<file path="config.mk">
export PLATFORM = sky130hd
export DESIGN_NAME = irq_entry_ctrl
export DESIGN_NICKNAME = d
export VERILOG_FILES = /design/src/rtl/irq_entry_pkg.sv /design/src/rtl/irq_cfg_reg.sv /design/src/rtl/irq_accept_gate.sv /design/src/rtl/irq_entry_seq.sv /design/src/rtl/irq_entry_ctrl.sv
export SDC_FILE = /design/constraint.sdc
export NUM_CORES = 1
export LEC_CHECK = 0
export ABC_AREA = 1
export BUFFER_PORTS_ARGS = -buffer_cell sky130_fd_sc_hd__buf_4
export CAP_MARGIN = 30
export CORE_MARGIN = 5
export CORE_UTILIZATION = 30
export CTS_CLUSTER_DIAMETER = 60
export DETAILED_ROUTE_END_ITERATION = 6
export GPL_TIMING_DRIVEN = 0
export REMOVE_ABC_BUFFERS = 1
export SYNTH_ARGS = -nofsm -noshare
export SYNTH_HDL_FRONTEND = slang
export SYNTH_SLANG_ARGS = --single-unit
</file>
<file path="constraint.sdc">
create_clock -name clk -period 1.12 [get_ports clk]
set_input_delay 0.168 -clock clk [delete_from_list [all_inputs] [get_ports clk]]
set_output_delay 0.168 -clock clk [all_outputs]
set_load 0.03 [all_outputs]
</file>
<file path="src/rtl/irq_entry_pkg.sv">
package irq_entry_pkg;

    localparam int PC_W       = 16;
    localparam int OP_W       = 16;
    localparam int CSR_W      = 8;
    localparam int CSR_EN_BIT = 5;
    localparam int CSR_MD_BIT = 4;

    typedef enum logic {
        SEQ_IDLE = 1'b0,
        SEQ_ACK  = 1'b1
    } seq_e;

    typedef enum logic {
        VEC_DEVICE = 1'b0,
        VEC_FIXED  = 1'b1
    } vec_mode_e;

    typedef struct packed {
        logic      en;
        vec_mode_e mode;
    } irq_cfg_t;

    // Region permit: the lowest 4K and the 0x4000 4K page are shielded.
    function automatic logic pc_region_ok(input logic [PC_W-1:0] p);
        logic [3:0] page;
        page = p[PC_W-1 -: 4];
        return (page != 4'h0) && (page != 4'h4);
    endfunction

    // Literal move of the target's upper byte into a PC destination.
    function automatic logic [OP_W-1:0] lit_jump(input logic [PC_W-1:0] target,
                                                 input logic [5:0] dest);
        return {1'b0, 1'b1, target[PC_W-1 -: 8], dest};
    endfunction

endpackage

</file>
<file path="src/rtl/irq_cfg_reg.sv">
module irq_cfg_reg
    import irq_entry_pkg::*;
(
    input  logic             clk,
    input  logic             rst,
    input  logic             wr,
    input  logic [CSR_W-1:0] wdata,
    output irq_cfg_t         cfg
);
    always_ff @(posedge clk) begin
        if (rst) begin
            cfg.en   <= 1'b0;
            cfg.mode <= VEC_DEVICE;
        end else if (wr) begin
            cfg.en   <= wdata[CSR_EN_BIT];
            cfg.mode <= vec_mode_e'(wdata[CSR_MD_BIT]);
        end
    end
endmodule

</file>
<file path="src/rtl/irq_accept_gate.sv">
module irq_accept_gate
    import irq_entry_pkg::*;
(
    input  logic            req,
    input  logic            boundary,
    input  irq_cfg_t        cfg,
    input  logic [PC_W-1:0] pc,
    input  logic            in_service,
    input  seq_e            state,
    output logic            accept
);
    logic region_ok;

    always_comb begin
        region_ok = pc_region_ok(pc);
        accept    = req && boundary && cfg.en && region_ok
                    && !in_service && (state == SEQ_IDLE);
    end
endmodule

</file>
<file path="src/rtl/irq_entry_seq.sv">
module irq_entry_seq
    import irq_entry_pkg::*;
#(
    parameter logic [PC_W-1:0] VEC_ADDR  = 16'o104000,
    parameter logic [5:0]      JUMP_DEST = 6'o70
) (
    input  logic            clk,
    input  logic            rst,
    input  logic            accept,
    input  vec_mode_e       mode,
    input  logic [PC_W-1:0] pc,
    input  logic [OP_W-1:0] dev_opcode,
    input  logic            pc_wr,
    output seq_e            state,
    output logic            in_service,
    output logic            inj_valid,
    output logic [OP_W-1:0] inj_opcode,
    output logic [PC_W-1:0] pc_copy
);
    localparam logic [OP_W-1:0] FIXED_OP = lit_jump(VEC_ADDR, JUMP_DEST);

    logic vec_seen;
    logic pc_wr_live;

    assign pc_wr_live = pc_wr && in_service && (state == SEQ_IDLE);

    always_ff @(posedge clk) begin
        if (rst) begin
            state      <= SEQ_IDLE;
            in_service <= 1'b0;
            vec_seen   <= 1'b0;
            inj_valid  <= 1'b0;
            inj_opcode <= '0;
            pc_copy    <= '0;
        end else begin
            inj_valid <= 1'b0;
            if (accept) begin
                in_service <= 1'b1;
                vec_seen   <= 1'b0;
                pc_copy    <= pc;
                if (mode == VEC_FIXED) begin
                    inj_valid  <= 1'b1;
                    inj_opcode <= FIXED_OP;
                end else begin
                    state <= SEQ_ACK;
                end
            end
            if (state == SEQ_ACK) begin
                inj_valid  <= 1'b1;
                inj_opcode <= dev_opcode;
                state      <= SEQ_IDLE;
            end
            if (pc_wr_live) begin
                if (!vec_seen) vec_seen   <= 1'b1;
                else           in_service <= 1'b0;
            end
        end
    end
endmodule

</file>
<file path="src/rtl/irq_entry_ctrl.sv">
module irq_entry_ctrl
    import irq_entry_pkg::*;
#(
    parameter logic [PC_W-1:0] VEC_ADDR  = 16'o104000,
    parameter logic [5:0]      JUMP_DEST = 6'o70
) (
    input  logic             clk,
    input  logic             rst,
    input  logic             irq_req,
    input  logic             insn_boundary,
    input  logic             csr_wr,
    input  logic [CSR_W-1:0] csr_wdata,
    input  logic [PC_W-1:0]  pc,
    input  logic             pc_wr,
    input  logic [OP_W-1:0]  dev_opcode,
    output logic             irq_ack,
    output logic             inj_valid,
    output logic [OP_W-1:0]  inj_opcode,
    output logic [PC_W-1:0]  pc_copy,
    output logic             irq_off
);
    irq_cfg_t cfg;
    seq_e     state;
    logic     in_service;
    logic     accept;

    irq_cfg_reg u_cfg (
        .clk   (clk),
        .rst   (rst),
        .wr    (csr_wr),
        .wdata (csr_wdata),
        .cfg   (cfg)
    );

    irq_accept_gate u_gate (
        .req        (irq_req),
        .boundary   (insn_boundary),
        .cfg        (cfg),
        .pc         (pc),
        .in_service (in_service),
        .state      (state),
        .accept     (accept)
    );

    irq_entry_seq #(
        .VEC_ADDR  (VEC_ADDR),
        .JUMP_DEST (JUMP_DEST)
    ) u_seq (
        .clk        (clk),
        .rst        (rst),
        .accept     (accept),
        .mode       (cfg.mode),
        .pc         (pc),
        .dev_opcode (dev_opcode),
        .pc_wr      (pc_wr),
        .state      (state),
        .in_service (in_service),
        .inj_valid  (inj_valid),
        .inj_opcode (inj_opcode),
        .pc_copy    (pc_copy)
    );

    assign irq_ack = (state == SEQ_ACK);
    assign irq_off = !cfg.en || in_service;
endmodule

</file>
# Yosys cells after proc, flatten, opt, wreduce, memory -nomap -nowiden
# Cells that the tools add are included.
# op_classes
eq_ne,1
muxes,13
bitwise,2
reduce_logical,16
# ops
operator,count
16-bit two-way mux,3
1-bit two-way mux,10
1-bit logical AND,8
4-bit by 3-bit != test with 1-bit output (second input constant),1
2-bit nonzero test,2
4-bit nonzero test,1
3-bit OR reduction,1
1-bit zero test,2
1-bit NOT,2
2-bit AND reduction,1
1-bit logical OR,1
# totals
ff_bits,38
inputBits,46
out_inout_bits,35
wordCells,40

# Longest topological paths before layout
# Gate-level depths: netlist (run 1).
# depth
depth_word,8
mapped_depth,7
ltp_nobuf,7

# Modules after synthesis
# A second synthesis (run 1) with hierarchy kept.
# unflattened
cells_unflattened,181
area_unflattened_um2,1502.7
# by_module_without_submodules
mod,instances,cells_per_inst,area_per_inst_um2,seq_area_each_um2
irq_entry_seq,1,160,1388.8,720.7
irq_cfg_reg,1,13,81.3,40.0
irq_accept_gate,1,6,25.0,0.0
irq_entry_ctrl,1,2,7.5,0.0

# Worst setup path before layout (run 1)
# OpenSTA, ideal clock, no wires.
# synth_timing
path_kind,flip-flop to flip-flop
start,register u_seq.state
end,register u_seq.inj_opcode[13]
setup_time_ns,0.116
arrival_ns,1.068
setup_slack_ns,-0.063
path_stages_with_launch,7
n_path_buf,1
synth_period_minus_slack_ns,1.183
path_cell_list,dfxtp_1 > inv_2 > buf_2 > nor2_1 > nor2_1 > o21ai_0 > inv_1
# synth_between
elab_chain_cells,4
word_cells_on_any_way,6
cone_classes,mux (1); bitwise (1); reduce/logical (4)
# synth_lines
element,line_no,text
start: declaration,irq_entry_seq.sv:14,"output seq_e state,"
start signal: assignment,irq_entry_seq.sv:29,state <= SEQ_IDLE;
start signal: assignment,irq_entry_seq.sv:45,state <= SEQ_ACK;
start signal: assignment,irq_entry_seq.sv:51,state <= SEQ_IDLE;
1-bit NOT,irq_accept_gate.sv:17,&& !in_service && (state == SEQ_IDLE);
1-bit logical AND,irq_accept_gate.sv:17,
2-bit nonzero test (no source line),--,
2-bit AND reduction (no source line),--,
end signal: assignment,irq_entry_seq.sv:50,inj_opcode <= dev_opcode;
end: declaration,irq_entry_seq.sv:17,"output logic [OP_W-1:0] inj_opcode,"
# Parallel ways exist; a longest one is shown, timed or not.
# A chain may end at the register's enable or synchronous reset.

# Worst setup path after layout (run 1)
# layout_timing
start,register u_seq.in_service
end,register u_seq.inj_opcode[10]
# layout_between
elab_chain_cells,5
# layout_lines
element,line_no,text
start: declaration,irq_entry_seq.sv:15,"output logic in_service,"
start signal: assignment,irq_entry_seq.sv:30,in_service <= 1'b0;
start signal: assignment,irq_entry_seq.sv:38,in_service <= 1'b1;
start signal: assignment,irq_entry_seq.sv:55,else in_service <= 1'b0;
1-bit zero test,irq_accept_gate.sv:17,
1-bit logical AND (2 in a row),irq_accept_gate.sv:17,
2-bit nonzero test (no source line),--,
2-bit AND reduction (no source line),--,
# Every way passes these cells.

==> results.tsv, run 1 <==
metric	value	unit
status	finished, violations left	
violations	negative setup slack	
max_stage_delay	0.33	ns
r2r_slack	-0.05	ns
whs	0.09981	ns
p_sw_share	24.54	%
first_pass_iters	4	
cp_max_fo	6	
combinationalPowerShare	12.3	%
whs_endpoint	u_cfg.cfg[1]	
clk_pin_slew_worst_paths	0.07	ns
root_buffer	clkbuf_8	
power_leakage	1.017	nW
synthMuxAreaShare	0	%
r2r_end	u_seq.inj_opcode[10]	
p_int	2.034	mW
htreeDepth	2	
ant_nets	0	
holdCritStartpoint	csr_wdata[5]	
synthXorXnorAreaFrac	0	%
final-hold-violation-count	0	
ys_ff_latch	38	
core	4755	um^2
grt.overflow.total	0	
reg2regPathDepth	7	
synth_cells	180	
initial_utilization	31.11	%
die_h	80.21	um
reg2reg_from	u_seq.in_service	
portBuffers	74	
antenna_found_initial	0	
dp_hpwl	2616	um
vias	1504	
drcViolationCount	0	
ios	81	
timing.setup.tns	-0.4295	ns
powerDensity	1160	nW/um^2
worst_slack	-0.04575	ns
cts_buffers	5	
critPathSlowestCell	dfxtp_2	
first_iter_violations	48	
crit_type	flip-flop to flip-flop	
cts.path.max_buffers	2	
layout_commonest_cell	buf_4	
wirelength	4156	um
nNetsFinal	302	
final_cell_mix	78 x buf_4, 36 x dfxtp_1, 28 x a21oi_1	
min_period	1.166	ns
synth_cell_types	23	
drv_slew	0	
synth_seq_area_share	51.44	%
final_util	48.87	%
grt_pass1_wl	6486	um
min_path_cells	3	
area_delta_synth_final	57.11	%
track_usage	12.93	%
worst_pin_slew	0.4973	ns
cp-startpoint	u_seq.in_service	
routed_via_density	4.642	
finalCritPeriodShare	104.1	%
crit_arrival	1.33	ns
clock_latency	0.28	ns
syn_area	1479	um^2
fmaxAchievable	0.8578	GHz
die-width	80.21	um
p_clk_share	35.7	%
finalSetupViolCount	22	
relSlewSlack	66.73	%
max_cap_viol_count	0	
syn_avg_cell_area	8.216	um^2
synthAdderAreaFrac	0	%
end_kind	flip-flop	
cts_num_sinks	38	
cts_tree	built	
wire_per_inst	12.83	um
post_synth_and_or_nand_nor_area_fraction	27.16	%
gp_congestion	0.6208	
power.total	2.696	mW
crit_chain	inv_2 -> nand2_4 -> nor2_8 -> buf_4 -> nand3_4 -> nand3_1 -> a21oi_1	
fin_skew	0.004596	ns
grt_pass1_vias	1420	
die-area	6434	um^2
grt_max_degree	37	
synth_compound_area_share	13.71	%
ir_drop	0.6125	mV
holdCritPathClass	input port to flip-flop	
start_kind	flip-flop	
required	1.28	ns
seqPwrFrac	51.9	%
yosysWarnings	0	
switching_power	0.6615	mW
synth_top_family_by_area	simple AND/OR/NAND/NOR gates	
num_rows	25	
rsz0062_at_grt	yes	
antenna_cells	0	
layout-drive-gt1-share	46.30	%
## area by class of cell
class                   instances  area, um^2
flip-flops and latches         38       765.7
inverters                      13       61.31
multi-input cells             118       704.4
clock inverters                 1       5.005
well taps                      67       83.83
fillers                       521        2431
clock buffers                   7       86.33
repair buffers                 80       616.8
## state kept, by name, indices dropped and copies added (netlist names)
name / count
u_seq.inj_opcode: 16
u_seq.in_service: 1
u_seq.pc_copy: 16
u_seq.state: 1
u_seq.inj_valid: 1
u_seq.vec_seen: 1
u_cfg.cfg: 2
## timing repair
item | in CTS | in global routing
pin swaps | 2 | 1
setup buffers | 5 | 1
cloned | 0 | 1
hold buffers | 0 | 0
setup endpoints to repair | 38 | 37
resized for setup | 21 | 14
## cell families after synthesis
logic type,count (synthesis)
simple gates,78
compound gates,39
flops,38
buf+inv,25
## stage by stage
stage	std cells	setup WS [ns]	instance area [um^2]
after global placement	309	-0.6364	2053
final	324	-0.04575	2323
after detailed placement	309	-0.6186	2053
after global routing	324	-0.1223	2323
after floorplan	168	-0.3573	1414
after CTS	322	-0.04042	2240
## how the worst max path moves through the flow
stage	cells past startpoint	slack, ns	endpoint
final	7	-0.05	u_seq.inj_opcode[10]
after global routing	7	-0.12	u_seq.pc_copy[6]
after CTS	6	-0.04	u_seq.pc_copy[5]
after detailed placement	4	-0.62	u_seq.vec_seen
after global placement	4	-0.64	u_seq.vec_seen
after floorplan	4	-0.36	u_seq.pc_copy[0]
## worst max-delay path: cells and delay by family, from the launching register on
family | cells | cell delay [ns]
AO/OA/AOI/OAI | 1 | 0.06
buffers and inverters | 2 | 0.22
flip-flops | 1 | 0.33
AND/OR/NAND/NOR | 4 | 0.43
## power by group through the flow
stage	Sequential, mW	Combinational, mW	Clock [mW]
global route	1.40	0.358	1.08
finish	1.40	0.332	0.963
floorplan	1.47	0.0820	0
CTS	1.40	0.325	1.01
detailed placement	1.43	0.309	0
global placement	1.43	0.307	0
## Yosys cell counts, drive strengths merged
master	count	area, um^2
dfxtp	38	760.7
nand2	30	122.6
a21oi	29	148.9
nor2	18	86.34
nand4	16	100.1
inv	13	48.80
nand3	13	82.58
o21ai	10	53.80
buf	8	50.04
clkbuf	4	15.01
nor3	1	10.01
## metal layers
metal | vias to the layer above | GRT usage (%) | part of all wire (%) | wire length [um]
li1 | 759 | - | - | -
met1 | 688 | 14.92 | 42 | 1738
met2 | 51 | 21.19 | 47 | 1968
met3 | 6 | 6.166 | 9.7 | 404
met4 | 0 | 3.716 | 1.1 | 44
met5 | - | 0 | 0 | 0
(Power assumes the default switching activity.)
==> inputs of run 2 (changes only) <==
ABC_AREA = default   (was 1)
==> results.tsv, run 2 <==
metric	value	unit	change
grt.overflow.total	0		unchanged
area_delta_synth_final	73.89	%	was 57.11%
wire_per_inst	16.43	um	was 12.83 um
worst_pin_slew	0.6958	ns	was 0.4973 ns
synth_edf_count	0		unchanged
holdCritPathClass	input port to flip-flop		unchanged
initial_utilization	30.95	%	was 31.11%
synth_cell_types	27		was 23
r2r_end	u_seq.inj_opcode[7]		was u_seq.inj_opcode[10]
cp-startpoint	u_seq.in_service		unchanged
status	finished, violations left		unchanged
num_rows	25		unchanged
final-hold-violation-count	0		unchanged
min_period	1.325	ns	was 1.166 ns
cts.path.max_buffers	2		unchanged
crit_type	flip-flop to flip-flop		unchanged
final_cell_mix	78 x buf_4, 35 x dfxtp_1, 13 x a21oi_1, 13 x nand4_1, 10 x a22o_1		was 78 x buf_4, 36 x dfxtp_1, 28 x a21oi_1
die-width	80.04	um	was 80.21 um
combinationalPowerShare	12.3	%	about the same
wirelength	5011	um	was 4156 um
syn_area	1471	um^2	was 1479 um^2
gp_congestion	0.6880		was 0.6208
antenna_found_initial	0		unchanged
ant_nets	0		unchanged
cts_num_sinks	38		unchanged
power_leakage	1.037	nW	was 1.017 nW
ys_ff_latch	38		unchanged
yosys-top-cells-area	dfxtp_1 52%, o31ai_1 8.2%, a22o_1 6.0%, a21oi_1 5.8%, nand4_1 5.5%		was dfxtp_1 51%, a21oi_1 9.5%, nand2_1 7.1%, nand4_1 6.8%, nor2_1 4.1%
place_area	2082	um^2	was 2053 um^2
reg2reg_from	u_seq.in_service		unchanged
synth_cells	151		was 180
switching_power	0.6757	mW	was 0.6615 mW
clk_pin_slew_worst_paths	0.08	ns	was 0.07 ns
clock_latency	0.29	ns	was 0.28 ns
reg2regPathDepth	4		was 7
seqPwrFrac	48.3	%	was 51.9%
nNetsFinal	283		was 302
end_kind	flip-flop		unchanged
fin_skew	0.004556	ns	was 0.004596 ns
powerDensity	1126	nW/um^2	was 1160 nW/um^2
synthDominantCellAreaShare	51.70	%	was 51.44%
holdBufCountCts	0		unchanged
finalSetupViolCount	37		was 22
finalCritPeriodShare	118.3	%	was 104.1%
holdCritStartpoint	dev_opcode[0]		was csr_wdata[5]
power.total	2.880	mW	was 2.696 mW
r2r_slack	-0.21	ns	was -0.05 ns
p_clk_share	39.4	%	was 35.7%
syn_avg_cell_area	9.744	um^2	was 8.216 um^2
p_int	2.205	mW	was 2.034 mW
vias	1559		was 1,504
violations	negative setup slack		unchanged
synth_area_leader_cell	dfxtp_1		unchanged
ios	81		unchanged
start_kind	flip-flop		unchanged
root_buffer	clkbuf_8		unchanged
track_usage	15.62	%	was 12.93%
first_iter_violations	115		was 48
antenna_cells	0		unchanged
die-area	6406	um^2	was 6434 um^2
crit_end	u_seq.inj_opcode[7]		was u_seq.inj_opcode[10]
p_sw_share	23.46	%	was 24.54%
ys.flop_type	dfxtp_1		unchanged
synth_seq_area_share	51.70	%	was 51.44%
cts_buffers	5		unchanged
rsz0062_at_grt	yes		unchanged
htreeDepth	2		unchanged
crit_arrival	1.51	ns	was 1.33 ns
yosys-top-cells-count	38 x dfxtp_1, 17 x a21oi_1, 16 x o31ai_1, 13 x nand4_1		was 38 x dfxtp_1, 28 x a21oi_1, 28 x nand2_1, 16 x nand4_1, 16 x nor2_1
die_h	80.04	um	was 80.21 um
cp_max_fo	10		was 6
drcViolationCount	0		unchanged
portBuffers	74		unchanged
grt_max_degree	31		was 37
layout_commonest_cell	buf_4		unchanged
nFillCells	451		was 521
fin_area	2559	um^2	was 2323 um^2
fmaxAchievable	0.7546	GHz	was 0.8578 GHz
cts_tree	built		unchanged
ir_drop	0.5737	mV	was 0.6125 mV
yosys.cell_count.top_type	dfxtp_1		unchanged
yosysWarnings	0		unchanged
layout-drive-gt1-share	54.20	%	was 46.30%
grt_pass1_vias	1505		was 1,420
worst_slack	-0.2053	ns	was -0.04575 ns
max_cap_viol_count	0		unchanged
core	4755	um^2	unchanged
drv_slew	0		unchanged
final_util	53.82	%	was 48.87%
required	1.30	ns	was 1.28 ns
synthArstFlopShare	0	%	unchanged
top_regs	u_seq.inj_opcode: 16 flops, u_seq.pc_copy: 16 flops, u_cfg.cfg: 2 flops		unchanged
dp_slack	-0.8711	ns	was -0.6186 ns
relSlewSlack	53.36	%	was 66.73%
grt_pass1_wl	7810	um	was 6486 um
dp_hpwl	2900	um	was 2616 um
first_pass_iters	4		unchanged
routed_via_density	5.111		was 4.642
-- run 2: layout make-up --
cell class	count	area [um^2]	share of cell area (%)
repair buffers	91	794.5	31.05
flip-flops and latches	38	769.5	30.07
multi-input cells	93	764.5	29.88
well taps	67	83.83	3.276
clock buffers	5	68.82	2.689
clock inverters	3	40.04	1.565
inverters	7	30.03	1.174
repair inverters	1	7.507	0.2934
-- run 2: through the flow --
step	hold slack, ns	TNS, ns	cells
final	0.08594	-4.553	305
after global routing	0.07549	-6.640	305
after CTS	0.07662	-4.483	304
after detailed placement	0.3853	-25.69	279
after global placement	0.3787	-43.93	277
after floorplan	0.2371	-28.04	136
-- run 2: repair_timing --
action / in CTS / in global routing
gates cloned: 4 / 0
buffers inserted: 13 / 1
pin swaps: 11 / 9
endpoints found under the hold margin: 0 / 0
endpoints found under the setup margin: 38 / 38
gates resized for setup: 31 / 12
-- run 2: power by group through the flow --
stage	clock network, mW	registers [mW]	logic, mW
floorplan	0	1.46	0.0707
global placement	0	1.42	0.282
detailed placement	0	1.42	0.292
CTS	1.17	1.39	0.343
global route	1.26	1.39	0.378
finish	1.14	1.39	0.354
-- run 2: how the worst min path moves through the flow --
stage                                 endpoint  cells past startpoint  slack, ns
after floorplan                u_seq.inj_valid                      1       0.24
after global placement    u_seq.inj_opcode[12]                      2       0.38
after detailed placement  u_seq.inj_opcode[15]                      2       0.39
after CTS                  u_seq.inj_opcode[0]                      2       0.08
after global routing       u_seq.inj_opcode[0]                      2       0.08
final                      u_seq.inj_opcode[0]                      2       0.09
-- run 2: kinds of logic after synthesis --
kind of cell / synth area share, %
AND/OR/NAND/NOR: 13.78
multiplexers: 1.361
flip-flops: 51.70
buffers and inverters: 6.378
AO/OA/AOI/OAI: 26.79
-- run 2: metal layers --
metal | GRT usage [%] | up-vias | share of wire, %
li1 | - | 754 | -
met2 | 24.75 | 64 | 48
met5 | 0 | - | 0
met1 | 20.60 | 737 | 43
met4 | 5.068 | 0 | 1.1
met3 | 3.950 | 4 | 7.8
-- run 2: worst max-delay path, stage by stage (launching register included) --
cell and delay [ns]:
dfxtp_4 0.35, and4b_4 0.37, a311oi_4 0.12, buf_12 0.16
a22o_1 0.22
==> inputs of run 3 (changes only) <==
CORE_MARGIN = 2   (was 5)
PLACE_DENSITY = 0.6   (was default)
==> results.tsv, run 3 (same netlist as run 2, synthesis figures left out) <==
metric	value	unit	change
status	finished, violations left		unchanged
violations	negative setup slack		unchanged
area_delta_synth_final	77.64	%	was 73.89%
required	1.29	ns	was 1.30 ns
layout-drive-gt1-share	55.19	%	was 54.20%
top_regs	u_seq.inj_opcode: 16 flops, u_seq.pc_copy: 16 flops, u_cfg.cfg: 2 flops		unchanged
antenna_cells	0		unchanged
grt_max_degree	32		was 31
htreeDepth	2		unchanged
final_cells	308		was 305
final-hold-violation-count	0		unchanged
wl_met3	334	um	was 389 um
holdCritPathClass	input port to flip-flop		unchanged
cts.path.max_buffers	2		unchanged
wl_met1	2228	um	was 2170 um
r2r_end	u_seq.pc_copy[8]		was u_seq.inj_opcode[7]
grt.overflow.total	0		unchanged
clk_pin_slew_worst_paths	0.07	ns	was 0.08 ns
initial_utilization	31.15	%	was 30.95%
num_rows	25		unchanged
ios	81		unchanged
r2r_slack	-0.24	ns	was -0.21 ns
ir_drop	0.5220	mV	was 0.5737 mV
wirelength	4971	um	was 5011 um
reg2regPathDepth	4		unchanged
reg2reg_from	u_seq.in_service		unchanged
grt_pass1_wl	7383	um	was 7810 um
routed_via_density	5.114		was 5.111
min_period	1.358	ns	was 1.325 ns
vias	1575		was 1,559
powerDensity	1049	nW/um^2	was 1126 nW/um^2
die-area	5481	um^2	was 6406 um^2
crit_type	flip-flop to flip-flop		unchanged
grt_pass1_vias	1458		was 1,505
wire_per_inst	16.14	um	was 16.43 um
multi_input_area	874.6	um^2	was 764.5 um^2
relSlewSlack	57.35	%	was 53.36%
worst_pin_slew	0.6363	ns	was 0.6958 ns
first_iter_violations	99		was 115
dp_hpwl	2646	um	was 2900 um
antenna_found_initial	0		unchanged
fmaxAchievable	0.7364	GHz	was 0.7546 GHz
cts_num_sinks	38		unchanged
rsz0062_at_grt	yes		unchanged
fin_skew	0.006643	ns	was 0.004556 ns
finalSetupViolCount	34		was 37
whs_endpoint	u_seq.inj_opcode[2]		was u_seq.inj_opcode[0]
cts_tree	built		unchanged
core	4723	um^2	was 4755 um^2
max_cap_viol_count	0		unchanged
cp_max_fo	8		was 10
end_kind	flip-flop		unchanged
root_buffer	clkbuf_8		unchanged
gp_congestion	0.7117		was 0.6880
top_layer	met4		unchanged
portBuffers	74		unchanged
worst_slack	-0.2379	ns	was -0.2053 ns
dp.cells	279		unchanged
finalCritPeriodShare	121.2	%	was 118.3%
die-width	74.04	um	was 80.04 um
wl_met2	2326	um	was 2396 um
crit_arrival	1.52	ns	was 1.51 ns
drv_slew	0		unchanged
cts_buffers	5		unchanged
ant_nets	0		unchanged
holdBufCountCts	0		unchanged
final_cell_mix	83 x buf_4, 35 x dfxtp_1, 15 x a21oi_1		was 78 x buf_4, 35 x dfxtp_1, 13 x a21oi_1, 13 x nand4_1, 10 x a22o_1
power_leakage	1.037	nW	about the same
start_kind	flip-flop		unchanged
clock_latency	0.29	ns	about the same
timing.setup.tns	-5.761	ns	was -4.553 ns
nFillCells	413		was 451
first_pass_iters	4		unchanged
drcViolationCount	0		unchanged
layout_commonest_cell	buf_4		unchanged
holdCritStartpoint	dev_opcode[2]		was dev_opcode[0]
min_path_cells	2		unchanged
nNetsFinal	286		was 283
die_h	74.04	um	was 80.04 um
track_usage	17.49	%	was 15.62%
ff_latch_area	769.5	um^2	unchanged
[run 3: cell types whose count changed in the layout (fill, tap and decap cells not counted), sizes merged]
cell    delta
buf        +3
nor2       +1
bufinv     -1
clkinv     -1
clkbuf     +2
bufbuf     -1
[run 3: worst max-delay path by stage]
stage | slack, ns | startpoint | depth (start not counted) | to
2_1_floorplan | -1.10 | u_seq.state | 3 | u_seq.inj_opcode[0]
3_3_place_gp | -1.68 | u_seq.state | 3 | u_seq.inj_opcode[0]
3_5_place_dp | -1.06 | u_seq.state | 4 | u_seq.inj_opcode[11]
4_1_cts | -0.20 | u_seq.in_service | 4 | u_seq.pc_copy[4]
5_1_grt | -0.29 | u_seq.in_service | 4 | u_seq.pc_copy[1]
6_report | -0.24 | u_seq.in_service | 4 | u_seq.pc_copy[8]
[run 3: metrics by stage]
step                hold slack (ns)  setup WS, ns  util (%)  total power, mW  area (um^2)
floorplan                    0.2371        -1.099         -            1.527         1404
global placement             0.3777        -1.677     43.26            1.707         2043
detailed placement           0.3834        -1.056     43.81            1.710         2069
CTS                         0.08517       -0.1990     52.66            2.732         2487
global route                0.08819       -0.2900     55.34            2.839         2614
finish                      0.08680       -0.2379     55.34            2.741         2614
[run 3: final cells by class]
class / instances / area share (%)
sequential: 38 / 29.44
clock inverter: 1 / 0.1915
clock buffer: 7 / 3.303
multi-input combinational: 94 / 33.46
timing repair buffer: 93 / 28.96
inverter: 7 / 1.149
timing repair inverter: 1 / 0.2872
tap: 67 / 3.207
[run 3: power breakdown]
part	leakage, nW	switching [mW]	internal (mW)
clock	0.0482	0.488	0.497
sequential	0.309	0.0225	1.37
combinational	0.680	0.185	0.179
[run 3: metal layers]
metal  track usage [%]  vias up
met1             24.63      737
met4             5.657        0
met5                 0        -
met3             4.065        8
met2             26.49       65
li1                  -      765
[run 3: repair_timing]
action                                  CTS  global route
buffers inserted                         13             2
cloned                                    6             0
pin swaps                                32            10
gates resized for setup                  39            18
endpoints found under the setup margin   37            38
[run 3: critical path, cell delays in order (launching register included)]
cell and delay (ns):
dfxtp_4 0.35, nand4b_1 0.32, buf_6 0.26, o31ai_4 0.23, a21oi_2 0.08
